`src/rtl/boot_refresh_pkg.sv`:
```
package boot_refresh_pkg;

    typedef enum logic {
        BRF_IDLE = 1'b0,
        BRF_RUN  = 1'b1
    } brf_mode_e;

    function automatic int unsigned brf_cnt_w(int unsigned period);
        return (period > 1) ? $clog2(period) : 1;
    endfunction

endpackage

```
`src/rtl/brf_hyst.sv`:
```
module brf_hyst
    import boot_refresh_pkg::*;
(
    input  logic clk,
    input  logic rst_n,
    input  logic armed_i,
    input  logic boot_low_i,
    input  logic boot_ok_i,
    output logic active_o,
    output logic start_o,
    output logic hold_o
);

    typedef struct packed {
        brf_mode_e mode;
    } hyst_st_t;

    hyst_st_t st_d, st_q;

    always_comb begin
        st_d    = st_q;
        start_o = 1'b0;
        hold_o  = 1'b0;
        if (!armed_i) begin
            st_d.mode = BRF_IDLE;
        end else begin
            case (st_q.mode)
                BRF_IDLE: begin
                    if (boot_low_i) begin
                        st_d.mode = BRF_RUN;
                        start_o   = 1'b1;
                    end
                end
                default: begin
                    if (boot_ok_i) begin
                        st_d.mode = BRF_IDLE;
                    end else begin
                        hold_o = 1'b1;
                    end
                end
            endcase
        end
    end

    always_ff @(posedge clk) begin
        if (!rst_n) begin
            st_q <= '{mode: BRF_IDLE};
        end else begin
            st_q <= st_d;
        end
    end

    assign active_o = (st_q.mode == BRF_RUN);

    AST_NO_START_WITHOUT_LOW: assert property (@(posedge clk) disable iff (!rst_n)
        (!active_o && !boot_low_i) |=> !active_o);
    AST_START_ON_LOW: assert property (@(posedge clk) disable iff (!rst_n)
        (!active_o && boot_low_i && armed_i) |=> active_o);
    AST_END_ON_OK: assert property (@(posedge clk) disable iff (!rst_n)
        (active_o && boot_ok_i) |=> !active_o);
    AST_HOLD_BETWEEN: assert property (@(posedge clk) disable iff (!rst_n)
        (active_o && armed_i && !boot_ok_i) |=> active_o);

endmodule

```
`src/rtl/brf_pulse_timer.sv`:
```
module brf_pulse_timer
    import boot_refresh_pkg::*;
#(
    parameter int unsigned PULSE_W = 30,
    parameter int unsigned PERIOD  = 2000
) (
    input  logic clk,
    input  logic rst_n,
    input  logic start_i,
    input  logic hold_i,
    output logic pulse_o
);

    localparam int unsigned CW = brf_cnt_w(PERIOD);
    localparam logic [CW-1:0] LAST  = CW'(PERIOD - 1);
    localparam logic [CW-1:0] WIDTH = CW'(PULSE_W);

    typedef struct packed {
        logic [CW-1:0] phase;
        logic          pulse;
    } tmr_st_t;

    tmr_st_t st_d, st_q;

    always_comb begin
        st_d.phase = '0;
        st_d.pulse = 1'b0;
        if (start_i) begin
            st_d.phase = LAST;
        end else if (hold_i) begin
            st_d.phase = (st_q.phase == LAST) ? '0 : st_q.phase + CW'(1);
            st_d.pulse = (st_d.phase < WIDTH);
        end
    end

    always_ff @(posedge clk) begin
        if (!rst_n) begin
            st_q <= '{phase: '0, pulse: 1'b0};
        end else begin
            st_q <= st_d;
        end
    end

    assign pulse_o = st_q.pulse;

    AST_PULSE_WIDTH: assert property (@(posedge clk) disable iff (!rst_n)
        (st_q.pulse && st_q.phase == WIDTH - CW'(1)) |=> !pulse_o);
    AST_FIRST_PULSE: assert property (@(posedge clk) disable iff (!rst_n)
        start_i ##1 hold_i |=> pulse_o);
    AST_NO_PULSE_ON_START: assert property (@(posedge clk) disable iff (!rst_n)
        start_i |=> !pulse_o);

endmodule

```
`src/rtl/boot_refresh_gen.sv`:
```
module boot_refresh_gen #(
    parameter int unsigned PULSE_W = 30,
    parameter int unsigned PERIOD  = 2000
) (
    input  logic clk,
    input  logic rst_n,
    input  logic drv_en,
    input  logic supply_ok,
    input  logic boot_low,
    input  logic boot_ok,
    output logic refresh_active,
    output logic ls_pulse_req
);

    logic armed;
    logic start;
    logic hold;

    assign armed = drv_en & supply_ok;

    brf_hyst i_hyst (
        .clk        (clk),
        .rst_n      (rst_n),
        .armed_i    (armed),
        .boot_low_i (boot_low),
        .boot_ok_i  (boot_ok),
        .active_o   (refresh_active),
        .start_o    (start),
        .hold_o     (hold)
    );

    brf_pulse_timer #(
        .PULSE_W (PULSE_W),
        .PERIOD  (PERIOD)
    ) i_timer (
        .clk     (clk),
        .rst_n   (rst_n),
        .start_i (start),
        .hold_i  (hold),
        .pulse_o (ls_pulse_req)
    );

    AST_PULSE_NEEDS_ACTIVE: assert property (@(posedge clk) disable iff (!rst_n)
        ls_pulse_req |-> refresh_active);
    AST_DROP_CUTS: assert property (@(posedge clk) disable iff (!rst_n)
        !armed |=> (!refresh_active && !ls_pulse_req));
    AST_NO_START_DISARMED: assert property (@(posedge clk) disable iff (!rst_n)
        (!armed && !refresh_active) |=> !refresh_active);

endmodule

```
`config.mk`:
```
export PLATFORM = sky130hd
export DESIGN_NAME = boot_refresh_gen
export DESIGN_NICKNAME = d
export VERILOG_FILES = /design/src/rtl/boot_refresh_pkg.sv /design/src/rtl/brf_hyst.sv /design/src/rtl/brf_pulse_timer.sv /design/src/rtl/boot_refresh_gen.sv
export SDC_FILE = /design/constraint.sdc
export NUM_CORES = 1
export LEC_CHECK = 0
export BUFFER_PORTS_ARGS = -buffer_cell sky130_fd_sc_hd__buf_2
export CORE_ASPECT_RATIO = 1.2
export CORE_MARGIN = 2
export CORE_UTILIZATION = 38
export DETAILED_ROUTE_END_ITERATION = 7
export SYNTH_ARGS = -nofsm -noshare
export SYNTH_HDL_FRONTEND = slang
export SYNTH_SLANG_ARGS = --single-unit
export TNS_END_PERCENT = 20
```
`constraint.sdc`:
```
create_clock -name clk -period 3 [get_ports clk]
set_input_delay 0.3 -clock clk [delete_from_list [all_inputs] [get_ports clk]]
set_output_delay 0.3 -clock clk [all_outputs]
set_load 0.03 [all_outputs]
```
==> results of run 1 <==
-- registers in the layout, summed over array words and instances (netlist names) --
name             cells
i_timer.st_q        11
i_hyst.active_o      1
i_timer.pulse_o      1
-- worst min-delay path by stage --
stage,startpoint,endpoint,depth (start not counted)
6_report,boot_ok,i_timer.pulse_o,3
5_1_grt,boot_ok,i_timer.pulse_o,3
4_1_cts,boot_ok,i_timer.pulse_o,3
3_5_place_dp,i_timer.st_q[1],i_timer.st_q[1],1
3_3_place_gp,i_timer.st_q[1],i_timer.st_q[1],1
2_1_floorplan,i_timer.st_q[1],i_timer.st_q[1],1
-- power by group through the flow --
stage	sequential, mW	clock, mW	combinational, mW
6_report	0.180	0.110	0.0149
3_5_place_dp	0.184	0	0.0150
3_3_place_gp	0.184	0	0.0146
4_1_cts	0.180	0.111	0.0151
5_1_grt	0.180	0.121	0.0173
2_1_floorplan	0.184	0	0.00899
-- kinds of logic after synthesis --
family / after synthesis / synth area share [%]
XOR/XNOR: 6 / 7.69
adder cells (fa/ha/maj): 1 / 1.83
AO/OA/AOI/OAI: 20 / 20.7
AND/OR/NAND/NOR: 34 / 28.9
buffers and inverters: 3 / 2.75
flip-flops: 13 / 38.1
-- per-layer routing --
layer,vias up,GRT usage [%],share of wire [%]
li1,293,-,-
met3,2,2.16,2.1
met2,6,24.0,51
met5,-,0,0
met1,277,19.5,46
met4,0,3.13,0.80
-- critical path, delay by kind of cell (launching register included) --
family,cells,cell delay (ns)
fa+ha+maj,1,0.19
compound gates,2,0.52
flops,1,0.35
simple gates,2,0.41
xor+xnor,1,0.19
-- area by class of cell --
| type | instances | area [sq um] | area share, % |
|---|---|---|---|
| tap | 18 | 22.5 | 2.98 |
| multi-input combinational | 61 | 404 | 53.5 |
| sequential | 13 | 260 | 34.4 |
| clock buffer | 4 | 26.3 | 3.48 |
| timing repair buffer | 7 | 35.0 | 4.64 |
| inverter | 2 | 7.51 | 0.993 |
-- synth_stat cells --
cell	count	area share, %
a221oi_1	1	1.3
ha_1	1	1.8
nand3b_1	2	2.2
and4_1	1	1.3
nor3b_2	1	1.8
and3_1	3	2.7
o21ai_0	8	5.9
a22oi_1	1	1.1
and2_1	3	2.7
o21ai_1	2	1.5
a2111oi_2	1	2.2
o211ai_2	1	1.8
and3_2	1	1.1
dfxtp_1	13	38
xor2_1	6	7.7
nand2b_1	3	2.7
nand2_1	7	3.8
o211ai_1	2	2.2
nor2_1	5	2.7
inv_1	2	1.1
nand2_2	1	0.92
and4b_1	1	1.5
nand3_1	2	1.5
or3_1	2	1.8
o21a_1	2	2.2
nor2b_1	1	0.92
and2_2	1	1.1
buf_6	1	1.6
a21oi_2	2	2.6
==> results.yml, run 1 <==
outcome:
  status: "finished clean"
placement:
  placed_cell_area_sq_um: 729
  gp_congestion: 0.801
  place.port_buffers: 7
  place_ws_ns: 1.27
  dpl.hpwl_um: 1080
  placed_cells: 101
global_routing:
  grt_pass1_vias: 537
  grt_usage_pct: 14.4
  grt_overflow: 0
  grt_first_pass_wirelength_um: 2380
  grt_start_max_net_pins: 11
  antenna_found_initial: 0
finish:
  nFillCells: 181
  drive_above_1_share_pct: 20.7
  syn_to_final_growth_pct: 10.6
  finish.net_count: 95
  final_common_cell: "dfxtp_1"
  final_cell_mix: "dfxtp_1 (13), o21ai_0 (8), nand2_1 (7), buf_2 (7), xor2_1 (6)"
  final_cells: 105
  stdcell_area_sq_um: 756
  final_core_util_pct: 45.5
  antenna_cells_inserted: 0
routing:
  drt_iter0_drc: 12
  routed_wirelength_um: 1380
  dr_total_vias: 578
  vias_per_cell: 5.50
  firstDrtPassIters: 4
  drc: 0
  antenna_left: 0
  wl_per_cell_um: 13.1
floorplan:
  die_h_um: 50.4
  die-area_sq_mm: 0.00215
  rows: 16
  pin_count: 8
  die_x_um: 42.7
  initial_core_util_pct: 41.1
  core_sq_mm: 0.00166
clock_network:
  holdBufCountCts: 0
  clk_pin_slew_ns: 0.09
  cts_made_buffers: 3
  clk_latency_ns: 0.28
  cts_setup_buffers: 0
  cts_root_buf: "clkbuf_4"
  ctsResizeCount: 0
  cts_tree: "done"
  htreeDepth: 1
  numClockSinks: 13
  clk_path_buf_depth: 2
synthesis:
  synth_seq_area_share_pct: 38.1
  synthCells: 77
  avgSynthCellArea_sq_um: 8.87
  syn_area_sq_um: 683
  yosys_warnings: 0
  ys_types: 29
  syn_nets: 84
  synth_seq_cells: 13
flow_run:
  drv_cap: 0
timing:
  tns_ns: 0
  hold_slack_ns: 0.421
  clock.fmax_mhz: 566
  clock_skew_ns: 0.00899
  report.final.slew_viol_count: 0
  tightestPinTransition_ns: 0.360
  fin_crit_sh_pct: 58.9
  period_needed_ns: 1.77
  max-slew-margin-rel_pct: 75.9
  worst_slack_ns: 1.23
  setup_viol: 0
  rsz0062_at_grt: "no"
  hold_viol_final: 0
power_and_ir_drop:
  pwr-share-clk_pct: 36.2
  p_total_uw: 305
  switching_share_pct: 22.8
  p_leak_nw: 0.304
  powerDensity_mw_per_mm2: 403
  max-vdd-ir-drop_mv: 0.274
  intPower_uw: 235
  p_sw_uw: 69.5
  p_seq_share_pct: 58.9
  power_frac_comb_pct: 4.9
worst_setup_path:
  r2r-end: "i_timer.pulse_o"
  reg2reg_slack_ns: 1.23
  reg2reg_depth: 6
  endpoint: "i_timer.pulse_o"
  worstPathMaxFanout: 6
  cp-start-kind: "register"
  cp_cell_sequence: "ha_1 -> and3_1 -> nand2_2 -> xor2_1 -> o211ai_1 -> a2111oi_2"
  slowest_delay_ns: 0.37
  cp.arrival_ns: 1.94
  crit_path_end_kind: "register"
  worstSetupPathType: "register to register"
  startpoint: "i_timer.st_q[1]"
  cp.required_ns: 3.17
  r2r_start: "i_timer.st_q[1]"
  cp_slowest_cell: "a2111oi_2"
hold_path:
  min_path_type: "input pin to register"
Power figures use the tool's default switching activity.
==> inputs of run 2 (changes only) <==
==> constraint.sdc (replaced) <==
create_clock -name clk -period 1.5 [get_ports clk]
set_input_delay 0.15 -clock clk [delete_from_list [all_inputs] [get_ports clk]]
set_output_delay 0.15 -clock clk [all_outputs]
set_load 0.03 [all_outputs]
==> results.yml, run 2 (synthesized netlist as in run 1, its figures left out) <==
power_and_ir_drop:
  max-vdd-ir-drop_mv: 0.560
  powerDensity_mw_per_mm2: 695
  p_leak_nw: 0.368
  p_total_uw: 624
timing:
  tns_ns: -0.0359
  period_needed_ns: 1.54
  fin_crit_sh_pct: 102
  setup_viol: 1
  tightestPinTransition_ns: 0.340
  max-slew-margin-rel_pct: 77.3
  clock_skew_ns: 0.0101
  report.final.slew_viol_count: 0
  hold_viol_final: 0
  worst_slack_ns: -0.0359
  clock.fmax_mhz: 651
  rsz0062_at_grt: "yes"
clock_network:
  clk_pin_slew_ns: 0.09
  clk_path_buf_depth: 2
  cts_tree: "done"
  htreeDepth: 1
  cts_root_buf: "clkbuf_4"
  cts_made_buffers: 3
  clk_latency_ns: 0.29
  numClockSinks: 13
worst_setup_path:
  cp.arrival_ns: 1.73
  path_delay_family: "compound AO/OA/AOI/OAI gates"
  reg2reg_depth: 6
  cp.buffers_inverters: 0
  cp.required_ns: 1.70
  worstPathMaxFanout: 6
  cp_cell_sequence: "ha_4 -> and3_4 -> nand2_4 -> xor2_2 -> o211ai_1 -> a2111oi_4"
  slowest_delay_ns: 0.36
  cp_slowest_cell: "dfxtp_2"
  cp.depth: 6
  crit_path_end_kind: "register"
  cp-start-kind: "register"
  worstSetupPathType: "register to register"
finish:
  final_core_util_pct: 54.1
  largest_register_ffs: 11
  antenna_cells_inserted: 0
  syn_to_final_growth_pct: 31.5
  largest_register: "i_timer.st_q"
  final_cell_mix: "dfxtp_1 (8), buf_4 (8), nand2_1 (7), o21ai_0 (7), buf_2 (7)"
  drive_above_1_share_pct: 40.6
  finish.net_count: 104
  stdcell_area_sq_um: 898
floorplan:
  die_x_um: 42.7
  core_sq_mm: 0.00166
  die-area_sq_mm: 0.00215
  pin_count: 8
  die_h_um: 50.4
  initial_core_util_pct: 41.1
  rows: 16
global_routing:
  antenna_found_initial: 0
  grt_start_max_net_pins: 11
  grt_first_pass_wirelength_um: 2570
  grt_pass1_vias: 600
  grt_usage_pct: 16.8
  grt_overflow: 0
outcome:
  status: "finished, violations left"
  violations: "setup timing"
placement:
  dpl.hpwl_um: 1160
  place_ws_ns: -0.0992
  gp_congestion: 0.794
  placed_cell_area_sq_um: 810
  place.port_buffers: 7
routing:
  dr_total_vias: 621
  routed_wirelength_um: 1540
  wl_per_cell_um: 13.5
  vias_per_cell: 5.45
  drt_iter0_drc: 15
  antenna_left: 0
  firstDrtPassIters: 4
  drc: 0
hold_path:
  hold_depth: 4
  min_path_type: "input pin to register"
flow_run:
  drv_cap: 0
run 2: cell count changes in the layout (fill, tap and decap cells not counted), moves of 2 or more:
| cell | before | now |
|---|---|---|
| and2_1 | 3 | 1 |
| buf_4 | 0 | 8 |
| dfxtp_1 | 13 | 8 |
| dfxtp_2 | 0 | 5 |
run 2: final cells by class:
class | instances | area [sq um]
Fill cell | 160 | 763
Multi-Input combinational cell | 61 | 468
Sequential cell | 13 | 267
Timing Repair Buffer | 16 | 106
Clock buffer | 3 | 22.5
Tap cell | 18 | 22.5
Inverter | 2 | 7.51
Clock inverter | 1 | 5.00
run 2: per-layer routing:
layer  part of all wire, %  GRT usage [%]  vias to the layer above
met3                   3.6           4.32                        3
li1                      -              -                      314
met4                   1.9           9.38                        0
met5                     0              0                        -
met2                    53           29.3                       14
met1                    41           18.1                      290
run 2: power breakdown:
part | internal [mW] | total [mW] | switching, mW | leakage [nW]
logic | 0.0229 | 0.0439 | 0.0210 | 0.242
registers | 0.353 | 0.359 | 0.00617 | 0.108
clock network | 0.0991 | 0.221 | 0.122 | 0.0177
total | 0.475 | 0.624 | 0.149 | 0.368
run 2: worst min-delay path: stages:
cell and delay, ns:
buf_2 0.07, nand3b_1 0.12, buf_4 0.15, a2111oi_4 0.05
run 2: through the flow:
stage / std cells / hold slack (ns)
after CTS: 114 / 0.288
after floorplan: 77 / 0.433
after global routing: 114 / 0.300
after global placement: 110 / 0.463
final: 114 / 0.299
after detailed placement: 110 / 0.471
run 2: path summary, 6_finish.rpt:
check             startpoint              end  slack (ns)
max reg2reg  i_timer.st_q[2]  i_timer.pulse_o       -0.04
max          i_timer.st_q[2]  i_timer.pulse_o       -0.04
min                  boot_ok  i_timer.pulse_o        0.30
min reg2reg  i_timer.st_q[1]  i_timer.st_q[1]        0.48
run 2: what timing repair did:
action | in CTS | in global routing
hold buffers | 0 | 0
buffers inserted | 0 | 0
endpoints found under the setup margin | 2 | 7
gates resized for setup | 6 | 8
pin swaps | 2 | 1
==> inputs of run 3 (changes only) <==
--- a/config.mk
+++ b/config.mk
@@ -5,11 +5,12 @@
 export SDC_FILE = /design/constraint.sdc
 export NUM_CORES = 1
 export LEC_CHECK = 0
-export BUFFER_PORTS_ARGS = -buffer_cell sky130_fd_sc_hd__buf_2
 export CORE_ASPECT_RATIO = 1.2
 export CORE_MARGIN = 2
 export CORE_UTILIZATION = 38
+export CTS_CLUSTER_DIAMETER = 80
 export DETAILED_ROUTE_END_ITERATION = 7
+export DONT_BUFFER_PORTS = 1
 export SYNTH_ARGS = -nofsm -noshare
 export SYNTH_HDL_FRONTEND = slang
 export SYNTH_SLANG_ARGS = --single-unit
==> results.yml, run 3 (synthesized netlist as in run 1, its figures left out) <==
outcome:
  status: "finished, violations left"
  violations: "setup timing"
placement:
  placed_cell_area_sq_um: 759
  placed_cells: 101
  dpl.hpwl_um: 1110
  place.port_buffers: 0
  gp_congestion: 0.867
flow_run:
  drv_cap: 0
floorplan:
  pin_count: 8
  rows: 16
  die-area_sq_mm: 0.00215
  initial_core_util_pct: 41.1
  core_sq_mm: 0.00166
  die_x_um: 42.7
  die_h_um: 50.4
worst_setup_path:
  crit_path_end_kind: "register"
  cp.arrival_ns: 1.71
  worstSetupPathType: "register to register"
  r2r-end: "i_timer.pulse_o"
  cp-start-kind: "register"
  r2r_start: "i_timer.st_q[1]"
  reg2reg_depth: 6
  reg2reg_slack_ns: -0.02
  cp.required_ns: 1.69
  worstPathMaxFanout: 6
hold_path:
  min_from: "boot_ok"
  hold_depth: 3
  whs_endpoint: "i_timer.pulse_o"
  min_path_type: "input pin to register"
routing:
  routed_wirelength_um: 1450
  drt_iter0_drc: 17
  drc: 0
  firstDrtPassIters: 4
  wl_per_cell_um: 13.7
  dr_total_vias: 613
  antenna_left: 0
  vias_per_cell: 5.78
finish:
  final_cell_mix: "dfxtp_1 (9), o21ai_0 (8), nand2_1 (7), buf_4 (7)"
  nFillCells: 162
  final_common_cell: "dfxtp_1"
  syn_to_final_growth_pct: 22.2
  final_core_util_pct: 50.2
  final_cells: 106
  antenna_cells_inserted: 0
  stdcell_area_sq_um: 835
  largest_register: "i_timer.st_q"
  largest_register_ffs: 11
  finish.net_count: 96
  drive_above_1_share_pct: 31.8
timing:
  report.final.slew_viol_count: 0
  clock.fmax_mhz: 656
  period_needed_ns: 1.52
  hold_viol_final: 0
  worst_slack_ns: -0.0242
  tightestPinTransition_ns: 0.324
  clock_skew_ns: 0.00493
  max-slew-margin-rel_pct: 78.3
  setup_viol: 1
  tns_ns: -0.0242
  rsz0062_at_grt: "yes"
  fin_crit_sh_pct: 102
clock_network:
  htreeDepth: 1
  cts_root_buf: "clkbuf_4"
  clk_path_buf_depth: 2
  cts_made_buffers: 3
  clk_pin_slew_ns: 0.08
  clk_latency_ns: 0.28
  cts_tree: "done"
  numClockSinks: 13
power_and_ir_drop:
  p_total_uw: 609
  max-vdd-ir-drop_mv: 0.433
  p_leak_nw: 0.328
  powerDensity_mw_per_mm2: 729
global_routing:
  grt_overflow: 0
  grt_first_pass_wirelength_um: 2360
  antenna_found_initial: 0
  grt_pass1_vias: 579
  grt_start_max_net_pins: 11
  grt_usage_pct: 15.0
==> run 3: report_power, final <==
part,switching [mW],internal [mW],total [mW],leakage [nW]
Combinational,0.0157,0.0158,0.0315,0.205
Clock,0.114,0.103,0.217,0.0150
Sequential,0.00703,0.353,0.360,0.107
Total,0.137,0.472,0.609,0.328
==> run 3: layout make-up <==
| type | count | area (sq um) | area share [%] |
|---|---|---|---|
| sequential | 13 | 265 | 31.8 |
| multi-input combinational | 61 | 449 | 53.8 |
| clock buffer | 4 | 26.3 | 3.15 |
| inverter | 2 | 7.51 | 0.900 |
| timing repair buffer | 8 | 63.8 | 7.65 |
| tap | 18 | 22.5 | 2.70 |
==> run 3: worst max path at each step <==
stage / start / end / cells after the start
final: i_timer.st_q[1] / i_timer.pulse_o / 6
after global placement: i_timer.st_q[1] / i_timer.pulse_o / 6
after detailed placement: i_timer.st_q[1] / i_timer.pulse_o / 6
after CTS: i_timer.st_q[1] / i_timer.pulse_o / 7
after floorplan: i_timer.st_q[2] / i_timer.pulse_o / 7
after global routing: i_timer.st_q[1] / i_timer.pulse_o / 6
==> run 3: critical path, cell delays in order, from the launching register on <==
cell	delay [ns]
dfxtp_2	0.36
ha_4	0.13
and3_4	0.24
and2_4	0.15
nand2_1	0.07
buf_4	0.15
a2111oi_2	0.33
==> run 3: metal layers <==
metal  vias to the layer above  global-route usage (%)  routed length, um
li1                        299                       -                  -
met1                       287                    16.2                591
met2                        20                    25.8                725
met3                         7                    3.24                 78
met4                         0                    9.38                 57
met5                         -                       0                  0
==> run 3: per-stage QoR <==
| step | setup slack (ns) | hold WS (ns) |
|---|---|---|
| 2_1_floorplan | -0.0226 | 0.433 |
| 3_3_place_gp | -0.0910 | 0.467 |
| 3_5_place_dp | -0.118 | 0.485 |
| 4_1_cts | -0.0304 | 0.193 |
| 5_1_grt | -0.0899 | 0.212 |
| 6_report | -0.0242 | 0.193 |
==> run 3: repair_timing <==
| action | 4_1_cts | 5_1_grt |
|---|---|---|
| resized for setup | 7 | 3 |
| hold buffers | 0 | 0 |
| buffers inserted | 1 | 0 |
| setup endpoints to repair | 7 | 7 |
| pin swaps | 3 | 0 |
